[src/rtl/irq_status_pkg.sv]
package irq_status_pkg;
  localparam int DATA_W = 32;
  // positions that latch an event until cleared
  localparam logic [DATA_W-1:0] STICKY_MASK = 32'h001F_C2FC;
  // positions that follow a live level
  localparam logic [DATA_W-1:0] LEVEL_MASK  = 32'h0000_0503;
  localparam logic [DATA_W-1:0] USED_MASK   = STICKY_MASK | LEVEL_MASK;
endpackage

[src/rtl/irq_status_bank.sv]
module irq_status_bank
  import irq_status_pkg::*;
(
  input  logic              clk,
  input  logic              rst,
  input  logic [DATA_W-1:0] evt,
  input  logic [DATA_W-1:0] lvl,
  input  logic              clr_en,
  input  logic [DATA_W-1:0] clr_bits,
  output logic [DATA_W-1:0] stat
);
  for (genvar i = 0; i < DATA_W; i++) begin : g_bit
    if (STICKY_MASK[i]) begin : g_sticky
      always_ff @(posedge clk) begin
        if (rst) stat[i] <= 1'b0;
        else if (evt[i]) stat[i] <= 1'b1;
        else if (clr_en && clr_bits[i]) stat[i] <= 1'b0;
      end
      // an event sets the bit
      p_evt_sets_r2: assert property (@(posedge clk) disable iff (rst)
        evt[i] |=> stat[i]);
      // a clear with no event drops the bit
      p_clear_drops_r3: assert property (@(posedge clk) disable iff (rst)
        (clr_en && clr_bits[i] && !evt[i]) |=> !stat[i]);
      // without an event or a clear the bit holds
      p_hold_r3: assert property (@(posedge clk) disable iff (rst)
        (!evt[i] && !(clr_en && clr_bits[i])) |=> $stable(stat[i]));
    end else if (LEVEL_MASK[i]) begin : g_level
      always_ff @(posedge clk) begin
        if (rst) stat[i] <= 1'b0;
        else stat[i] <= lvl[i];
      end
      // the bit follows the level, clear or not
      p_lvl_hi_r5: assert property (@(posedge clk) disable iff (rst)
        lvl[i] |=> stat[i]);
      p_lvl_lo_r5: assert property (@(posedge clk) disable iff (rst)
        !lvl[i] |=> !stat[i]);
    end else begin : g_unused
      assign stat[i] = 1'b0;
    end
  end
endmodule

[src/rtl/irq_enable_reg.sv]
module irq_enable_reg
  import irq_status_pkg::*;
(
  input  logic              clk,
  input  logic              rst,
  input  logic              wr,
  input  logic [DATA_W-1:0] wdata,
  output logic [DATA_W-1:0] en
);
  always_ff @(posedge clk) begin
    if (rst) en <= '0;
    else if (wr) en <= wdata & USED_MASK;
  end
  // positions outside the map never hold a one
  p_en_unused_r6: assert property (@(posedge clk) disable iff (rst)
    (en & ~USED_MASK) == '0);
endmodule

[src/rtl/irq_combine.sv]
module irq_combine
  import irq_status_pkg::*;
(
  input  logic              clk,
  input  logic              rst,
  input  logic [DATA_W-1:0] stat,
  input  logic [DATA_W-1:0] en,
  output logic              irq_q
);
  always_ff @(posedge clk) begin
    if (rst) irq_q <= 1'b0;
    else irq_q <= |(stat & en);
  end
endmodule

[src/rtl/irq_status_unit.sv]
module irq_status_unit
  import irq_status_pkg::*;
#(
  parameter int ADDR_W  = 5,
  parameter int EN_WORD = 3,
  parameter int ST_WORD = 4
) (
  input  logic              clk,
  input  logic              rst,
  input  logic [ADDR_W-1:0] bus_addr,
  input  logic              bus_we,
  input  logic [31:0]       bus_wdata,
  output logic [31:0]       bus_rdata,
  input  logic [31:0]       evt_pulse,
  input  logic [31:0]       lvl_in,
  output logic              irq
);
  localparam logic [ADDR_W-1:0] EN_A = ADDR_W'(EN_WORD);
  localparam logic [ADDR_W-1:0] ST_A = ADDR_W'(ST_WORD);

  logic [DATA_W-1:0] stat;
  logic [DATA_W-1:0] en;
  logic              wr_en_reg;
  logic              wr_clr;

  assign wr_en_reg = bus_we && (bus_addr == EN_A);
  assign wr_clr    = bus_we && (bus_addr == ST_A);

  irq_status_bank u_bank (
    .clk      (clk),
    .rst      (rst),
    .evt      (evt_pulse),
    .lvl      (lvl_in),
    .clr_en   (wr_clr),
    .clr_bits (bus_wdata),
    .stat     (stat)
  );

  irq_enable_reg u_en (
    .clk   (clk),
    .rst   (rst),
    .wr    (wr_en_reg),
    .wdata (bus_wdata),
    .en    (en)
  );

  irq_combine u_comb (
    .clk   (clk),
    .rst   (rst),
    .stat  (stat),
    .en    (en),
    .irq_q (irq)
  );

  always_ff @(posedge clk) begin
    if (rst) bus_rdata <= '0;
    else if (bus_addr == ST_A) bus_rdata <= stat;
    else if (bus_addr == EN_A) bus_rdata <= en;
    else bus_rdata <= '0;
  end

  // unused status positions never read as one
  p_stat_unused_r7: assert property (@(posedge clk) disable iff (rst)
    (stat & ~USED_MASK) == '0);
  // interrupt asserts one cycle after an enabled status bit
  p_irq_rise_r8: assert property (@(posedge clk) disable iff (rst)
    ((stat & en) != '0) |=> irq);
  p_irq_fall_r8: assert property (@(posedge clk) disable iff (rst)
    ((stat & en) == '0) |=> !irq);
  // other addresses read zero
  p_rd_other_r7: assert property (@(posedge clk) disable iff (rst)
    (bus_addr != ST_A && bus_addr != EN_A) |=> bus_rdata == '0);
endmodule

[config.mk]
export PLATFORM = sky130hd
export DESIGN_NAME = irq_status_unit
export DESIGN_NICKNAME = d
export VERILOG_FILES = /design/src/rtl/irq_status_pkg.sv /design/src/rtl/irq_status_bank.sv /design/src/rtl/irq_enable_reg.sv /design/src/rtl/irq_combine.sv /design/src/rtl/irq_status_unit.sv
export SDC_FILE = /design/constraint.sdc
export NUM_CORES = 1
export LEC_CHECK = 0
export BUFFER_PORTS_ARGS = -buffer_cell sky130_fd_sc_hd__buf_2
export CELL_PAD_IN_SITES_DETAIL_PLACEMENT = 1
export CELL_PAD_IN_SITES_GLOBAL_PLACEMENT = 2
export CORE_MARGIN = 3
export CORE_UTILIZATION = 26
export CTS_CLUSTER_DIAMETER = 80
export DETAILED_ROUTE_END_ITERATION = 12
export GPL_TIMING_DRIVEN = 0
export PLACE_DENSITY_LB_ADDON = 0.1
export SLEW_MARGIN = 20
export SYNTH_ARGS = -nofsm -noshare
export SYNTH_HDL_FRONTEND = slang
export SYNTH_SLANG_ARGS = --single-unit
[constraint.sdc]
create_clock -name clk -period 2.21 [get_ports clk]
set_input_delay 0.442 -clock clk [delete_from_list [all_inputs] [get_ports clk]]
set_output_delay 0.442 -clock clk [all_outputs]
set_load 0.01 [all_outputs]
==> results.py <==
metrics = {
    "setup_path": {
        "critPathTopFamily": "simple AND/OR/NAND/NOR gates",
        "cpMaxStageDelayCell": "clkbuf_2",
        "critPathMaxFanout": 10,
        "r2r-start": "u_en.en[3]$_SDFFE_PP0P_",
        "max_stage_delay_ns": 0.32,
        "regToRegSetupSlack_ns": 0.94,
        "worstSetupPathType": "in -> reg",
        "worstPathRequired_ns": 2.39,
        "worstSetupStartpointType": "input port",
        "worstReg2RegEnd": "u_comb.irq_q$_SDFF_PP0_",
        "cp.arrival_ns": 1.69,
        "path_cells": "buf_2 -> nor4_1 -> and2_2 -> clkbuf_2 -> and4b_1 -> nor3_1",
        "end_kind": "flip-flop",
        "timing.critical_path.buf_inv": 2,
        "r2r_cells": 4,
    },
    "drt": {
        "postRouteAntennaNets": 0,
        "drt-vias-per-instance": 4.75,
        "wl_met2_microns": 3470,
        "drt-initial-drc-count": 74,
        "drc": 0,
        "avgRoutedWirePerCell_microns": 17.2,
        "met3_length_microns": 279,
        "top_layer": "met4",
        "vias": 2039,
        "firstDrtPassIters": 4,
        "wl_met1_microns": 3570,
        "wl_microns": 7400,
    },
    "pwr": {
        "power.leakage_uw": 0.00122,
        "power_density_nw_per_um2": 620,
        "irDropWorstVdd_mv": 0.247,
    },
    "cts": {
        "ctsHoldBuffers": 0,
        "post_cts_buffers": 0,
        "root_buffer": "clkbuf_8",
        "clock-sinks": 55,
        "clk_pin_slew_ns": 0.10,
        "post_cts_resized": 0,
        "clockBufferDepth": 2,
        "cts_tree": "built",
        "cts-htree-levels": 2,
        "cts_buffers": 5,
        "clock_latency_ns": 0.31,
    },
    "synthesis": {
        "synth_top_area_share_pct": 46.2,
        "yosys_warnings": 0,
        "synthCells": 239,
        "syn_area_per_cell_sq_um": 9.97,
        "synth_ff_type": "dfxtp_1",
        "synthSimpleGateAreaFrac_pct": 26.9,
        "yosys-top-cells-area": "dfxtp_1 46%, and4b_1 5.9%, buf_4 5.4%",
        "synth_top_family_by_area": "simple AND/OR/NAND/NOR gates",
        "yosysSeqAreaShare_pct": 46.2,
        "yosysMostFrequentCell": "dfxtp_1",
        "yosys.area_share.xor_xnor_pct": 0,
        "yosys-top-cells-count": "55 x dfxtp_1, 22 x nor2_1, 18 x nand2_1",
        "ys_types": 29,
        "ys_ff_latch": 55,
        "synth_top_area_cell": "dfxtp_1",
        "netlist_area_sq_um": 2380,
        "synth.area.mux_share_pct": 0,
        "synth_compound_area_share_pct": 16.3,
        "synth_edf_count": 0,
        "synth_fa_ha_area_share_pct": 0,
        "async_flop_share_pct": 0,
    },
    "die": {
        "dieArea_sq_um": 10400,
        "die_w_microns": 102,
        "fp.coreArea_sq_um": 8810,
        "fp.dieH_microns": 102,
        "io_pins": 137,
        "std_cell_rows": 34,
        "initial_core_util_pct": 27.1,
    },
    "timing": {
        "timing.fmax_mhz": 658,
        "worst_hold_slack_ns": 0.334,
        "tns_ns": 0,
        "tightest_slew_ns": 0.756,
        "min_period_over_period_pct": 68.7,
        "min_period_ns": 1.52,
        "skew_ns": 0.00735,
        "grt_setup_unrepaired": "false",
        "timing.final.max_slew_violations": 0,
        "maxSlewHeadroom_pct": 49.6,
        "finalHoldViolations": 0,
        "setup_viol": 0,
    },
    "place": {
        "gp_congestion": 0.709,
        "io_buffers": 61,
        "hpwlAfterDp_microns": 5420,
        "placed_cells": 421,
    },
    "min_path": {
        "hp-class": "in -> reg",
        "hold_depth": 2,
        "hold_start": "lvl_in[10]",
        "hold_path_end": "u_bank.stat[10]$_SDFF_PP0_",
    },
    "global_route": {
        "antenna_found_initial": 0,
        "grt_usage_pct": 14.8,
        "grt_pass1_wl_microns": 11500,
        "overflow": 0,
        "grt_max_degree": 16,
        "grt_pass1_vias": 2028,
    },
    "outcome": {
        "status": "completed",
    },
    "layout": {
        "n_antenna_cell": 0,
        "nFillCells": 1044,
        "area_delta_synth_final_pct": 24.7,
        "fin_nets": 424,
        "drive_above_1_share_pct": 40.8,
        "stdcell_count": 429,
    },
    "run": {
        "drv_cap": 0,
    },
}
area by class of cell:
| class | instances | area, sq um | share of cell area [%] |
|---|---|---|---|
| flip-flops and latches | 55 | 1100 | 37.0 |
| multi-input cells | 166 | 1080 | 36.4 |
| repair buffers | 61 | 305 | 10.3 |
| plain buffers | 31 | 249 | 8.38 |
| well taps | 108 | 135 | 4.55 |
| clock buffers | 8 | 100 | 3.37 |
cell families after synthesis:
| group | after synthesis |
|---|---|
| flops | 55 |
| other cells | 1 |
| compound gates | 46 |
| buf+inv | 31 |
| simple gates | 106 |
where the power goes:
part / switching (uW) / internal (uW) / total [uW]
clock: 336 / 287 / 623
combinational: 103 / 77.4 / 180
sequential: 23.2 / 1020 / 1040
total: 461 / 1380 / 1840
state kept, by name, summed over array words and instances (netlist names):
name	count
bus_rdata	18
u_bank.stat	18
u_en.en	18
u_comb.irq_q	1
cell usage in the layout, fill, tap and decap left out, drive strengths merged:
cell / n
nand2: 18
and2: 2
and3: 1
a21oi: 18
buf: 84
nor3: 14
and4b: 14
a22o: 4
nor2b: 4
nand3: 19
a31oi: 1
nor2: 32
clkbuf: 16
nor4b: 1
conb: 14
dfxtp: 55
a221oi: 4
a22oi: 19
nor4: 1
through the flow:
stage	setup slack, ns	area (sq um)	total power [uW]	util [%]
floorplan	0.816	2430	1160	-
global placement	0.320	2870	1240	32.6
detailed placement	0.298	2870	1250	32.6
CTS	0.650	2970	1870	33.8
global route	0.550	2970	1930	33.8
finish	0.691	2970	1840	33.8
how the worst max path moves through the flow:
| stage | startpoint | to | slack [ns] | depth (start not counted) |
|---|---|---|---|---|
| floorplan | bus_addr[3] | u_en.en[0]$_SDFFE_PP0P_ | 0.82 | 6 |
| CTS | rst | bus_rdata[19]$_SDFF_PP0_ | 0.65 | 3 |
| detailed placement | rst | u_bank.stat[15]$_SDFFE_PP0P_ | 0.30 | 3 |
| finish | bus_addr[0] | u_bank.stat[19]$_SDFFE_PP0P_ | 0.69 | 6 |
| global placement | rst | bus_rdata[19]$_SDFF_PP0_ | 0.32 | 3 |
| global route | rst | bus_rdata[19]$_SDFF_PP0_ | 0.55 | 3 |
per-layer routing:
metal	global-route usage, %	vias to the layer above
met5	0	-
met2	23.9	52
met1	20.4	996
li1	-	985
met4	3.37	0
met3	2.82	6
(Power assumes the default switching activity.)
